<file path="config.mk">
export PLATFORM = sky130hd
export DESIGN_NAME = ovrf_unit
export DESIGN_NICKNAME = d
export VERILOG_FILES = /design/src/rtl/ovrf_pkg.sv /design/src/rtl/ovrf_decode.sv /design/src/rtl/ovrf_gate.sv /design/src/rtl/ovrf_flagreg.sv /design/src/rtl/ovrf_unit.sv
export SDC_FILE = /design/constraint.sdc
export NUM_CORES = 1
export LEC_CHECK = 0
export BUFFER_PORTS_ARGS = -buffer_cell sky130_fd_sc_hd__buf_2
export CAP_MARGIN = 10
export CORE_MARGIN = 2
export CORE_UTILIZATION = 40
export DETAILED_ROUTE_END_ITERATION = 10
export GPL_ROUTABILITY_DRIVEN = 1
export PLACE_DENSITY = 0.79
export SETUP_SLACK_MARGIN = 0.1
export SLEW_MARGIN = 0
export SYNTH_ARGS = -nofsm -noshare
export SYNTH_HDL_FRONTEND = slang
export SYNTH_SLANG_ARGS = --single-unit
</file>
<file path="constraint.sdc">
create_clock -name clk -period 1.25 [get_ports clk]
set_input_delay 0.0625 -clock clk [delete_from_list [all_inputs] [get_ports clk]]
set_output_delay 0.0625 -clock clk [all_outputs]
set_load 0.02 [all_outputs]
</file>
<file path="src/rtl/ovrf_pkg.sv">
// Package: shared encodings for the access-override flag instruction unit.
// Assumes: three-byte encodings with a shared two-byte prefix.
package ovrf_pkg;
    localparam logic [7:0] ESC_BYTE = 8'h0F;
    localparam logic [7:0] GRP_BYTE = 8'h01;
    localparam logic [7:0] RAISE_BYTE = 8'hCB;
    localparam logic [7:0] DROP_BYTE = 8'hCA;

    typedef enum logic [1:0] {
        OP_NONE  = 2'd0,
        OP_RAISE = 2'd1,
        OP_DROP  = 2'd2
    } op_e;

    typedef enum logic [1:0] {
        VD_PASS = 2'd0,
        VD_DONE = 2'd1,
        VD_UD   = 2'd2,
        VD_PRIV = 2'd3
    } verdict_e;
endpackage

</file>
<file path="src/rtl/ovrf_decode.sv">
// Module: ovrf_decode
// Recognises the raise and drop encodings in a qualified byte triple.
// Assumes: the bytes are stable while valid is high. The result is purely combinational.
module ovrf_decode
    import ovrf_pkg::*;
#(
    parameter int unsigned BYTE_W = 8,
    parameter int unsigned N_PREFIX = 2
) (
    input  logic              valid,
    input  logic [BYTE_W-1:0] b0,
    input  logic [BYTE_W-1:0] b1,
    input  logic [BYTE_W-1:0] b2,
    output op_e               op
);
    localparam int unsigned PFX_LAST = N_PREFIX - 1;

    logic [BYTE_W-1:0] prefix_bytes [N_PREFIX];
    logic [BYTE_W-1:0] prefix_code  [N_PREFIX];
    logic [PFX_LAST:0] prefix_hit;

    assign prefix_bytes[0] = b0;
    assign prefix_bytes[1] = b1;
    assign prefix_code[0]  = BYTE_W'(ESC_BYTE);
    assign prefix_code[1]  = BYTE_W'(GRP_BYTE);

    // Compare each prefix byte with its expected code.
    genvar gi;
    generate
        for (gi = 0; gi < N_PREFIX; gi++) begin : g_pfx
            assign prefix_hit[gi] = (prefix_bytes[gi] == prefix_code[gi]);
        end
    endgenerate

    // Select the operation from the final byte once the prefix matches.
    always_comb begin
        op = OP_NONE;
        if (valid && (&prefix_hit)) begin
            if (b2 == BYTE_W'(RAISE_BYTE))     op = OP_RAISE;
            else if (b2 == BYTE_W'(DROP_BYTE)) op = OP_DROP;
        end
    end
endmodule

</file>
<file path="src/rtl/ovrf_gate.sv">
// Module: ovrf_gate
// Decides whether a decoded instruction completes, is undefined, or is refused for privilege.
// Assumes: a missing feature outranks the privilege check. No mode input takes part.
module ovrf_gate
    import ovrf_pkg::*;
#(
    parameter int unsigned PRIV_W = 2,
    parameter int unsigned KERNEL_LVL = 0
) (
    input  op_e               op,
    input  logic [PRIV_W-1:0] cur_priv,
    input  logic              feat_present,
    output verdict_e          verdict,
    output logic              new_bit
);
    localparam logic [PRIV_W-1:0] KLVL = PRIV_W'(KERNEL_LVL);

    // Rank the outcomes: feature first, then privilege, then completion.
    always_comb begin
        verdict = VD_PASS;
        if (op != OP_NONE) begin
            if (!feat_present)          verdict = VD_UD;
            else if (cur_priv != KLVL)  verdict = VD_PRIV;
            else                        verdict = VD_DONE;
        end
    end

    // The override value is 1 for the raise encoding and 0 for the drop encoding.
    assign new_bit = (op == OP_RAISE);
endmodule

</file>
<file path="src/rtl/ovrf_flagreg.sv">
// Module: ovrf_flagreg
// Holds the flags word and registers the three outcome pulses.
// Assumes: a completing instruction outranks the whole-word write, and only the override bit moves.
module ovrf_flagreg
    import ovrf_pkg::*;
#(
    parameter int unsigned FLAGS_W = 32,
    parameter int unsigned OVR_BIT = 18,
    parameter logic [FLAGS_W-1:0] RESET_FLAGS = '0
) (
    input  logic               clk,
    input  logic               rst_n,
    input  verdict_e           verdict,
    input  logic               new_bit,
    input  logic               fw_valid,
    input  logic [FLAGS_W-1:0] fw_data,
    output logic [FLAGS_W-1:0] flags,
    output logic               done_pulse,
    output logic               ud_pulse,
    output logic               priv_pulse
);
    localparam logic [FLAGS_W-1:0] OVR_MASK = FLAGS_W'(1) << OVR_BIT;
    localparam logic [FLAGS_W-1:0] RST_VAL  = RESET_FLAGS & ~OVR_MASK;
    localparam logic [FLAGS_W-1:0] KEEP_MASK = ~OVR_MASK;

    logic [FLAGS_W-1:0] flags_q;
    logic done_q, ud_q, priv_q;

    // Update the flags word: reset, then instruction, then word write.
    always_ff @(posedge clk) begin
        if (!rst_n)                  flags_q <= RST_VAL;
        else if (verdict == VD_DONE) flags_q[OVR_BIT] <= new_bit;
        else if (fw_valid)           flags_q <= fw_data;
    end

    // Register one pulse per outcome for exactly one cycle.
    always_ff @(posedge clk) begin
        if (!rst_n) begin
            done_q <= 1'b0;
            ud_q   <= 1'b0;
            priv_q <= 1'b0;
        end else begin
            done_q <= (verdict == VD_DONE);
            ud_q   <= (verdict == VD_UD);
            priv_q <= (verdict == VD_PRIV);
        end
    end

    assign flags      = flags_q;
    assign done_pulse = done_q;
    assign ud_pulse   = ud_q;
    assign priv_pulse = priv_q;

    assert_one_pulse_R10: assert property (@(posedge clk) disable iff (!rst_n)
        $onehot0({done_q, ud_q, priv_q}))
        else $error("more than one outcome pulse");

    assert_keep_bits_R5: assert property (@(posedge clk) disable iff (!rst_n)
        (verdict == VD_DONE) |=> ((flags_q & KEEP_MASK) == ($past(flags_q) & KEEP_MASK)))
        else $error("completing instruction touched other bits");

    assert_word_write_R7: assert property (@(posedge clk) disable iff (!rst_n)
        (fw_valid && verdict != VD_DONE) |=> (flags_q == $past(fw_data)))
        else $error("word write not applied");

    assert_fault_hold_R4: assert property (@(posedge clk) disable iff (!rst_n)
        ((verdict == VD_PRIV || verdict == VD_UD) && !fw_valid) |=> $stable(flags_q))
        else $error("faulting instruction changed flags");
endmodule

</file>
<file path="src/rtl/ovrf_unit.sv">
// Module: ovrf_unit (top)
// Executes the raise and drop access-override instructions against a flags word.
// Assumes: one triple per cycle, results one edge later, synchronous active-low reset.
module ovrf_unit
    import ovrf_pkg::*;
#(
    parameter int unsigned FLAGS_W = 32,
    parameter int unsigned OVR_BIT = 18,
    parameter int unsigned PRIV_W = 2,
    parameter int unsigned KERNEL_LVL = 0,
    parameter logic [FLAGS_W-1:0] RESET_FLAGS = '0
) (
    input  logic               clk,
    input  logic               rst_n,
    input  logic               insn_valid,
    input  logic [7:0]         insn_b0,
    input  logic [7:0]         insn_b1,
    input  logic [7:0]         insn_b2,
    input  logic [PRIV_W-1:0]  cur_priv,
    input  logic               feat_present,
    input  logic               fw_valid,
    input  logic [FLAGS_W-1:0] fw_data,
    output logic [FLAGS_W-1:0] flags_out,
    output logic               done_pulse,
    output logic               ud_pulse,
    output logic               priv_pulse
);
    op_e      dec_op;
    verdict_e gate_vd;
    logic     gate_bit;

    ovrf_decode #(.BYTE_W(8), .N_PREFIX(2)) u_decode (
        .valid (insn_valid),
        .b0    (insn_b0),
        .b1    (insn_b1),
        .b2    (insn_b2),
        .op    (dec_op)
    );

    ovrf_gate #(.PRIV_W(PRIV_W), .KERNEL_LVL(KERNEL_LVL)) u_gate (
        .op           (dec_op),
        .cur_priv     (cur_priv),
        .feat_present (feat_present),
        .verdict      (gate_vd),
        .new_bit      (gate_bit)
    );

    ovrf_flagreg #(.FLAGS_W(FLAGS_W), .OVR_BIT(OVR_BIT), .RESET_FLAGS(RESET_FLAGS)) u_flags (
        .clk        (clk),
        .rst_n      (rst_n),
        .verdict    (gate_vd),
        .new_bit    (gate_bit),
        .fw_valid   (fw_valid),
        .fw_data    (fw_data),
        .flags      (flags_out),
        .done_pulse (done_pulse),
        .ud_pulse   (ud_pulse),
        .priv_pulse (priv_pulse)
    );

    logic pfx_ok, is_raise, is_drop, kern;
    assign pfx_ok   = insn_valid && (insn_b0 == 8'h0F) && (insn_b1 == 8'h01);
    assign is_raise = pfx_ok && (insn_b2 == 8'hCB);
    assign is_drop  = pfx_ok && (insn_b2 == 8'hCA);
    assign kern     = (cur_priv == PRIV_W'(KERNEL_LVL));

    assert_raise_R1: assert property (@(posedge clk) disable iff (!rst_n)
        (is_raise && feat_present && kern) |=> (flags_out[OVR_BIT] && done_pulse))
        else $error("raise did not complete");

    assert_drop_R2: assert property (@(posedge clk) disable iff (!rst_n)
        (is_drop && feat_present && kern) |=> (!flags_out[OVR_BIT] && done_pulse))
        else $error("drop did not complete");

    assert_undef_R3: assert property (@(posedge clk) disable iff (!rst_n)
        ((is_raise || is_drop) && !feat_present && !fw_valid) |=> (ud_pulse && $stable(flags_out)))
        else $error("missing feature not reported");

    assert_priv_R4: assert property (@(posedge clk) disable iff (!rst_n)
        ((is_raise || is_drop) && feat_present && !kern) |=> (priv_pulse && !done_pulse))
        else $error("privilege fault not reported");

    assert_ignore_R6: assert property (@(posedge clk) disable iff (!rst_n)
        (!is_raise && !is_drop && !fw_valid) |=> (!done_pulse && !ud_pulse && !priv_pulse && $stable(flags_out)))
        else $error("unrecognised triple had an effect");

    assert_write_lose_R8: assert property (@(posedge clk) disable iff (!rst_n)
        ((is_raise || is_drop) && feat_present && kern && fw_valid) |=>
            ((flags_out & ~(FLAGS_W'(1) << OVR_BIT)) == ($past(flags_out) & ~(FLAGS_W'(1) << OVR_BIT))))
        else $error("word write not dropped under instruction");
endmodule

</file>
==> metrics.yaml, run 1 <==
synth_cell_type_count: 21
combPwrFrac: 0.152
grt_antenna_before_repair: 0
ant_nets: 0
top_layer: "met4"
syn_nets: 221
syn_avg_cell_area_sq_um: 9.34
cts.sinks: 35
p_sw_w: 0.000659
worst-path-buf-inv: 2
io_buffers: 97
core_sq_um: 3610
rsz0062_at_grt: "no"
setup-tns-final_ps: 0
p_int_w: 0.00218
diodes: 0
utilization: 0.609
fin_crit_ps: 1030
grt_max_degree: 37
dieArea_sq_um: 4190
cts_buffers: 5
p_leak_nw: 1.16
critPathArrivalTime_ps: 1200
cts_tree: "built"
fin_crit_sh: 0.822
placed_cell_area_sq_um: 2030
grt_util_all_layers: 0.162
setup_violations: 0
dp_hpwl_mm: 2.51
max_freq_mhz: 973
final_hold_viol_count: 0
slowest_delay_ps: 330
cts_htree_levels: 2
syn2layout_area_growth_pct: 48.8
postCtsSetupBuffers: 0
slowest_stage: "and4_2"
vias: 1409
most-common-layout-cells: "buf_2 (97), nand2_1 (62), dfxtp_1 (35)"
pwr_density_cell_nw_per_um2: 1290
clkLatencyLatePin_ps: 280
crit_family: "simple AND/OR/NAND/NOR gates"
ys_seq_area_frac: 0.475
end_kind: "flip-flop"
startpoint_type: "input pin"
maxSlewHeadroom: 0.798
wl_met2_mm: 1.53
status: "completed"
drc: 0
ios: 98
ys_warn_count: 0
ir_drop_mv: 0.772
layout_commonest_cell: "buf_2"
synth_top_cell_area_share: 0.475
wl_met1_mm: 1.45
required_ps: 1420
worstPathCellList: "buf_2, nor4bb_1, and4_2, a31oi_4, buf_12, mux2i_1"
grt_pass1_wl_mm: 5.31
syn_area_sq_um: 1480
synth.ff_latch_count: 35
drt-pass1-iter-count: 4
grt_pass1_vias: 1260
std_cell_rows: 22
die_x_microns: 64.7
seq_power_share: 0.426
final_area_sq_um: 2190
wl_per_cell_microns: 10.7
finalNetCount: 322
synthTopCellsByArea: "dfxtp_1 (47%), mux2i_1 (22%), nand2_1 (16%), buf_6 (2.3%), clkbuf_1 (1.8%)"
gr-total-overflow: 0
initial_utilization: 0.409
fin_skew_ps: 0
drt_first_iter_violations: 45
die_y_microns: 64.7
route.met3.wl_microns: 285
syn_inst: 158
gp_congestion: 0.666
clkTransAtPathRegs_ps: 70
num-fill-cells: 330
yosysTopAreaCell: "dfxtp_1"
layout-drive-gt1-share: 0.435
cp_max_fo: 17
cap_viol_max_count: 0
cts_buffer_depth: 2
worst_pin_slew_ps: 302
drt_wl_total_mm: 3.31
routed_via_density: 4.57
path_class: "in -> reg"
clock_power_share: 0.422
switching_share: 0.232
min_path_type: "in -> reg"
clock-root-buffer: "clkbuf_8"
slew_violations: 0
sequential cells by signal, summed over array words and instances (netlist names):
signal	flops
u_flags.flags	32
u_flags.done_pulse	1
u_flags.priv_pulse	1
u_flags.ud_pulse	1
power by group through the flow:
stage | Clock [W] | Combinational (W) | Sequential [W]
after floorplan | 0 | 0.000155 | 0.00131
after global placement | 0 | 0.000419 | 0.00123
after detailed placement | 0 | 0.000428 | 0.00123
after CTS | 0.00122 | 0.000437 | 0.00121
after global routing | 0.00127 | 0.000472 | 0.00121
final | 0.00120 | 0.000431 | 0.00121
logic make-up after synthesis:
| kind of cell | after synthesis | share of synthesized area |
|---|---|---|
| buffers and inverters | 11 | 0.0433 |
| muxes | 32 | 0.217 |
| AOI/OAI and AO/OA | 3 | 0.0238 |
| and+or+nand+nor | 77 | 0.241 |
| DFF | 35 | 0.475 |
worst min-delay path, cell delays in order:
cell and delay (ps):
buf_2 90, nand2_1 40, mux2i_1 50
final cells by class:
cell class              instances  area, sq um  share of cell area
well taps                      48         60.1              0.0274
clock inverters                 3         67.6              0.0308
inverters                       1         3.75             0.00171
multi-input cells             112          711               0.324
repair buffers                104          583               0.266
clock buffers                   5         68.8              0.0314
flip-flops and latches         35          701               0.319
synthesized netlist by cell type, drive strengths merged:
| library cell | n |
|---|---|
| a31oi | 2 |
| and2 | 1 |
| and4 | 3 |
| and4b | 1 |
| buf | 3 |
| clkbuf | 7 |
| dfxtp | 35 |
| inv | 1 |
| mux2i | 32 |
| nand2 | 62 |
| nand4 | 1 |
| nor2 | 2 |
| nor3b | 3 |
| nor4 | 1 |
| nor4b | 2 |
| nor4bb | 1 |
| o21a | 1 |
what timing repair did:
action / 4_1_cts / 5_1_grt
endpoints found under the hold margin: 2 / 0
gates resized for setup: 0 / 0
hold buffers: 3 / 0
setup endpoints to repair: 0 / 0
metal layers:
layer,GRT usage,up-vias
met4,0.0559,0
li1,-,732
met5,0,-
met1,0.186,610
met2,0.276,62
met3,0.0573,5
metrics by stage:
stage | setup WS (ps) | hold slack [ps] | cells | total power, W
after detailed placement | -99.1 | 246 | 297 | 0.00166
after global placement | -79.4 | 242 | 297 | 0.00165
after CTS | 206 | 10.3 | 308 | 0.00287
final | 223 | 17.2 | 308 | 0.00284
after floorplan | 127 | 135 | 158 | 0.00147
after global routing | 131 | 14.4 | 308 | 0.00295
final timing paths:
path	to	from	cells past startpoint	slack [ps]
worst max-delay path	u_flags.flags[16]	insn_b0[7]	6	220
worst min-delay path	u_flags.flags[24]	fw_data[24]	3	20
worst max register to register	u_flags.flags[18]	u_flags.flags[18]	3	450
worst min register to register	u_flags.flags[14]	u_flags.flags[14]	2	450
(Power assumes the default switching activity.)
==> inputs of run 2 (changes only) <==
--- a/config.mk
+++ b/config.mk
@@ -8,10 +8,10 @@
 export BUFFER_PORTS_ARGS = -buffer_cell sky130_fd_sc_hd__buf_2
 export CAP_MARGIN = 10
 export CORE_MARGIN = 2
-export CORE_UTILIZATION = 40
+export CORE_UTILIZATION = 37
 export DETAILED_ROUTE_END_ITERATION = 10
 export GPL_ROUTABILITY_DRIVEN = 1
-export PLACE_DENSITY = 0.79
+export PLACE_DENSITY = 0.77
 export SETUP_SLACK_MARGIN = 0.1
 export SLEW_MARGIN = 0
 export SYNTH_ARGS = -nofsm -noshare
==> constraint.sdc (replaced) <==
create_clock -name clk -period 0.9 [get_ports clk]
set_input_delay 0.045 -clock clk [delete_from_list [all_inputs] [get_ports clk]]
set_output_delay 0.045 -clock clk [all_outputs]
set_load 0.02 [all_outputs]
==> run 2 against run 1 <==
  * The flow now finishes with violations (setup timing)
  * Highest routed layer unchanged
  * Critical path type unchanged
  * Clock power is 9% lower
  * Combinational power is 98% higher
  * Sequential share of layout area is 5.3 points lower
  * Wire length is 31% higher
  * Hold slack worse by 6.6 ps
  * Global-route usage is 3.3 points higher
  * Count of clock-buffer cells in the layout is 1 higher
  * Sequential power is 42% higher
  * Register-to-register slack worse by 330 ps
  * Flip-flop and latch count stayed put
==> metrics.yaml, run 2 (synthesis results as in run 1) <==
status: "complete, but fails checks"
violations: "setup timing"
setup_slack_ps: -78.0  # -300 ps
std_cell_rows: 22  # unchanged
num-fill-cells: 264  # -20%
syn2layout_area_growth_pct: 89.5
dieArea_sq_um: 4510  # +7.6%
r2r_cells: 3  # unchanged
r2r-start: "u_flags.flags[18]"
max_freq_mhz: 1020
grt_pass1_vias: 1575  # +25%
grt_max_degree: 41  # +11%
grt_util_all_layers: 0.194  # +0.0326
path_class: "in -> reg"
setup-tns-final_ps: -1490  # -1490 ps
wl_per_cell_microns: 12.7  # +19%
routed_via_density: 4.67  # +2.2%
min_path_type: "in -> reg"
multi_input_area_sq_um: 766  # +7.7%
setup_violations: 32  # +32
diodes: 0  # unchanged
gp_congestion: 0.709  # +6.4%
clock_power_share: 0.298  # -0.124
gr-total-overflow: 0  # unchanged
r2r-end: "u_flags.flags[18]"
fin_crit_sh: 1.09
critPathArrivalTime_ps: 1180  # -20 ps
finalNetCount: 355  # +10%
layout-drive-gt1-share: 0.577  # +0.142
dp_hpwl_mm: 2.58  # +2.8%
clkLatencyLatePin_ps: 280  # about the same
required_ps: 1100  # -320 ps
worst_pin_slew_ps: 227  # -75.2 ps
ios: 98  # unchanged
die_y_microns: 67.1  # +3.7%
most-common-layout-cells: "nand2_1 (62), buf_2 (56), buf_6 (42)"
endpoint: "u_flags.flags[4]"
p_sw_w: 0.000975  # +48%
drt_first_iter_violations: 65  # +44%
drt-pass1-iter-count: 4  # unchanged
maxSlewHeadroom: 0.849  # +0.0508
p_total_w: 0.00367  # +29%
end_kind: "flip-flop"
p_int_w: 0.00269  # +24%
cts_buffer_depth: 2  # unchanged
drc: 0  # unchanged
startpoint: "insn_b0[0]"
cts.sinks: 35  # unchanged
die_x_microns: 67.1  # +3.7%
fin_crit_ps: 978
seq_power_share: 0.469  # +0.043
drt_wl_total_mm: 4.35  # +31%
pwr_density_cell_nw_per_um2: 1310  # +1.4%
ir_drop_mv: 1.18  # +53%
layout_commonest_cell: "nand2_1"
fin_skew_ps: 0  # unchanged
clkTransAtPathRegs_ps: 70  # about the same
seq_area_sq_um: 744  # +6.3%
cap_viol_max_count: 0  # unchanged
startpoint_type: "input pin"
grt_pass1_wl_mm: 6.53  # +23%
cp_max_fo: 15  # -2
cts_buffers: 5  # unchanged
io_buffers: 97  # unchanged
core_sq_um: 3740  # +3.8%
r2r_slack_ps: 120  # -330 ps
hold_depth: 3  # unchanged
largest_reg_flops: 32  # unchanged
combPwrFrac: 0.233  # +0.081
holdWs_ps: 10.6  # -6.61 ps
slew_violations: 0  # unchanged
initial_utilization: 0.394  # -0.0150
cts_htree_levels: 2  # unchanged
grt_antenna_before_repair: 0  # unchanged
cts_tree: "built"
rsz0062_at_grt: "yes"
clock-root-buffer: "clkbuf_8"
vias: 1594  # +13%
p_leak_nw: 1.36  # +18%
ant_nets: 0  # unchanged
final_hold_viol_count: 0  # unchanged
switching_share: 0.266  # +0.0337
-- run 2: cell count changes in the layout (fill, tap and decap cells not counted), sizes merged --
cell	previous run	this run
dlygate4sd3	3	21
buf	101	116
bufinv	2	0
clkbuf	5	6
clkinv	0	1
-- run 2: power groups by stage --
stage | logic, W | registers, W | clock network (W)
after detailed placement | 0.000616 | 0.00171 | 0
after CTS | 0.000797 | 0.00171 | 0.00113
after global placement | 0.000603 | 0.00171 | 0
after global routing | 0.000921 | 0.00173 | 0.00122
after floorplan | 0.000217 | 0.00182 | 0
final | 0.000855 | 0.00172 | 0.00109
-- run 2: how the worst min path moves through the flow --
| stage | start | endpoint | slack [ps] |
|---|---|---|---|
| after detailed placement | fw_data[28] | u_flags.flags[28] | 300 |
| after global routing | fw_data[6] | u_flags.flags[6] | 0.9 |
| after floorplan | feat_present | u_flags.ud_pulse | 120 |
| after global placement | fw_data[15] | u_flags.flags[15] | 290 |
| final | fw_data[14] | u_flags.flags[14] | 10 |
| after CTS | fw_data[3] | u_flags.flags[3] | 2 |
-- run 2: area by class of cell --
cell class / count / share of cell area
repair buffers: 137 / 0.406
multi-input cells: 112 / 0.274
flip-flops and latches: 35 / 0.266
clock buffers: 6 / 0.0260
well taps: 48 / 0.0215
clock inverters: 2 / 0.00448
inverters: 1 / 0.00134
-- run 2: layer usage --
layer	up-vias	track usage	part of all wire	routed length, microns
met5	-	0	0	0
met4	0	0.0638	0.016	68
met3	8	0.0817	0.088	382
met2	71	0.347	0.53	2310
met1	721	0.205	0.37	1590
li1	794	-	-	-
-- run 2: worst max-delay path, stage by stage --
cell and delay, ps:
buf_6 90, and4b_1 180, and4_4 210, a31oi_4 230, buf_12 200, mux2i_1 210
-- run 2: through the flow --
stage	std cells	cell area [sq um]	utilization	setup slack, ps
after global routing	341	2800	0.747	-113
final	341	2800	0.747	-78.0
after detailed placement	305	2100	0.560	-385
after global placement	305	2100	0.560	-341
after CTS	333	2660	0.712	-72.9
after floorplan	158	1480	-	-171
-- run 2: what timing repair did --
item                                    4_1_cts  5_1_grt
hold buffers                                 20        1
endpoints found under the setup margin       69       69
pin swaps                                     2        1
buffers inserted                              0        7
resized for setup                           100       20
hold endpoints to repair                     20        1
==> inputs of run 3 (changes only) <==
--- a/config.mk
+++ b/config.mk
@@ -8,10 +8,10 @@
 export BUFFER_PORTS_ARGS = -buffer_cell sky130_fd_sc_hd__buf_2
 export CAP_MARGIN = 10
 export CORE_MARGIN = 2
-export CORE_UTILIZATION = 37
+export CORE_UTILIZATION = 30
 export DETAILED_ROUTE_END_ITERATION = 10
 export GPL_ROUTABILITY_DRIVEN = 1
-export PLACE_DENSITY = 0.77
+export PLACE_DENSITY = 0.65
 export SETUP_SLACK_MARGIN = 0.1
 export SLEW_MARGIN = 0
 export SYNTH_ARGS = -nofsm -noshare
==> run 3 against run 2 <==
  * The flow still finishes with violations (setup timing)
  * Clock power increased by 14%
  * Sequential power about the same
  * Non-clock buffer count decreased by 7
  * First-iteration DRC count decreased by 29%
  * Total power increased by 3.0%
  * Via count decreased by 4.3%
  * Register-to-register slack about the same
  * Die area increased by 22%
  * Sequential share of layout area increased by 0.39 points
  * Combinational power decreased by 4.0%
  * Cell count increased by 3.5%
  * Critical path depth unchanged
  * Critical endpoint is now u_flags.flags[11]
  * Highest routed layer unchanged
==> metrics.yaml, run 3 (synthesis results as in run 1) <==
setup_violations: 32  # unchanged
vias: 1526  # -4.3%
syn2layout_area_growth_pct: 86.4
rsz0062_at_grt: "yes"
drc: 0  # unchanged
gp_congestion: 0.706  # -0.40%
most-common-layout-cells: "nand2_1 (62), buf_2 (58), buf_6 (38)"
finalNetCount: 348  # -2.0%
p_sw_w: 0.000951  # -2.5%
hold_depth: 3  # unchanged
ios: 98  # unchanged
hold-path-endpoint: "u_flags.flags[21]"
clock-root-buffer: "clkbuf_8"
initial_utilization: 0.312  # -0.0817
p_int_w: 0.00283  # +5.0%
cts_tree: "built"
dp_hpwl_mm: 2.55  # -1.1%
ir_drop_mv: 0.502  # -58%
utilization: 0.582  # -0.164
multi_input_area_sq_um: 749  # -2.1%
cts.sinks: 35  # unchanged
routed_via_density: 4.32  # -7.5%
place_ws_ps: -418  # -33.7 ps
r2r-end: "u_flags.flags[18]"
setup_slack_ps: -67.6  # +10.3 ps
clkTransAtPathRegs_ps: 70  # about the same
largest_reg_flops: 32  # unchanged
required_ps: 1110  # about the same
startpoint_type: "input pin"
r2r_slack_ps: 110  # about the same
setup-tns-final_ps: -1560  # -74.5 ps
switching_share: 0.252  # -0.0142
grt_pass1_wl_mm: 5.55  # -15%
fin_skew_ps: 0  # unchanged
path_class: "in -> reg"
cts_htree_levels: 2  # unchanged
critPathArrivalTime_ps: 1170  # about the same
r2r-start: "u_flags.flags[18]"
seq_area_sq_um: 743  # -0.17%
fin_crit_ps: 968  # -10.3 ps
grt_pass1_vias: 1352  # -14%
grt_util_all_layers: 0.133  # -0.0609
clkLatencyLatePin_ps: 270  # about the same
p_total_w: 0.00378  # +3.0%
dieArea_sq_um: 5490  # +22%
slew_violations: 0  # unchanged
layout-drive-gt1-share: 0.556  # -0.0208
combPwrFrac: 0.217  # -0.016
grt_antenna_before_repair: 0  # unchanged
cap_viol_max_count: 0  # unchanged
seq_power_share: 0.454  # -0.015
ant_nets: 0  # unchanged
maxSlewHeadroom: 0.851  # +0.00229
r2r_cells: 3  # unchanged
die_y_microns: 74.1  # +10%
cts_buffers: 5  # unchanged
drt_wl_total_mm: 3.98  # -8.4%
io_buffers: 97  # unchanged
status: "complete, but fails checks"
worst_pin_slew_ps: 223  # -3.78 ps
cp_max_fo: 16  # +1
layout_commonest_cell: "nand2_1"
p_leak_nw: 1.33  # -2.6%
gr-total-overflow: 0  # unchanged
violations: "setup timing"
end_kind: "flip-flop"
core_sq_um: 4720  # +26%
pwr_density_cell_nw_per_um2: 1370  # +4.7%
worstHoldStart: "fw_data[21]"
die_x_microns: 74.1  # +10%
std_cell_rows: 25  # +14%
fin_crit_sh: 1.08  # -0.0115
wl_per_cell_microns: 11.3  # -12%
drt-pass1-iter-count: 6  # +2
drt_first_iter_violations: 46  # -29%
final_hold_viol_count: 0  # unchanged
num-fill-cells: 403  # +53%
grt_max_degree: 43  # +4.9%
clock_power_share: 0.328  # +0.030
diodes: 0  # unchanged
cts_buffer_depth: 2  # unchanged
min_path_type: "in -> reg"
max_freq_mhz: 1030  # +1.1%
## run 3: cell types whose count changed in the layout (fill, tap and decap cells not counted), sizes merged
cell	before	now
buf	116	108
clkbuf	6	7
clkinv	1	0
dlygate4sd3	21	22
## run 3: stage by stage
stage	hold slack [ps]	cells	cell area, sq um
global route	5.23	353	2750
finish	4.51	353	2750
global placement	293	320	2090
CTS	2.21	349	2690
detailed placement	301	320	2090
floorplan	117	158	1480
## run 3: metal layers
metal	wire (microns)	vias up	track usage
met4	91	0	0.0909
met3	312	10	0.0366
met1	1610	664	0.147
met2	1970	72	0.222
met5	0	-	0
li1	-	780	-
## run 3: worst max-delay path by stage
stage                          start                 to  slack (ps)  cells after the start
final                     insn_b0[0]  u_flags.flags[11]         -70                      6
after global placement    insn_b1[7]  u_flags.flags[30]        -370                      6
after global routing      insn_b0[0]   u_flags.flags[0]        -130                      6
after floorplan           insn_b0[0]   u_flags.flags[0]        -170                      5
after detailed placement  insn_b0[7]  u_flags.flags[30]        -420                      6
after CTS                 insn_b0[0]  u_flags.flags[30]         -60                      6
## run 3: worst max-delay path, cell delays in order
cell,delay [ps]
buf_6,90
and4b_1,190
and4_4,210
a31oi_4,230
buf_12,210
mux2i_1,190
## run 3: area by class of cell
cell class,count,area share
clock buffer,7,0.0350
multi-input combinational,112,0.273
inverter,1,0.00136
tap,67,0.0305
clock inverter,1,0.00273
timing repair buffer,130,0.388
sequential,35,0.270
## run 3: power groups by stage
stage               clock (W)  combinational (W)  sequential [W]
floorplan                   0           0.000217         0.00182
global placement            0           0.000602         0.00171
detailed placement          0           0.000611         0.00171
CTS                   0.00130           0.000795         0.00171
global route          0.00137           0.000878         0.00172
finish                0.00124           0.000821         0.00172
## run 3: what timing repair did
| action | 4_1_cts | 5_1_grt |
|---|---|---|
| setup endpoints to repair | 70 | 61 |
| pin swaps | 4 | 0 |
| gates resized for setup | 100 | 12 |
| hold endpoints to repair | 21 | 1 |
| setup buffers | 0 | 3 |
| hold buffers | 21 | 1 |
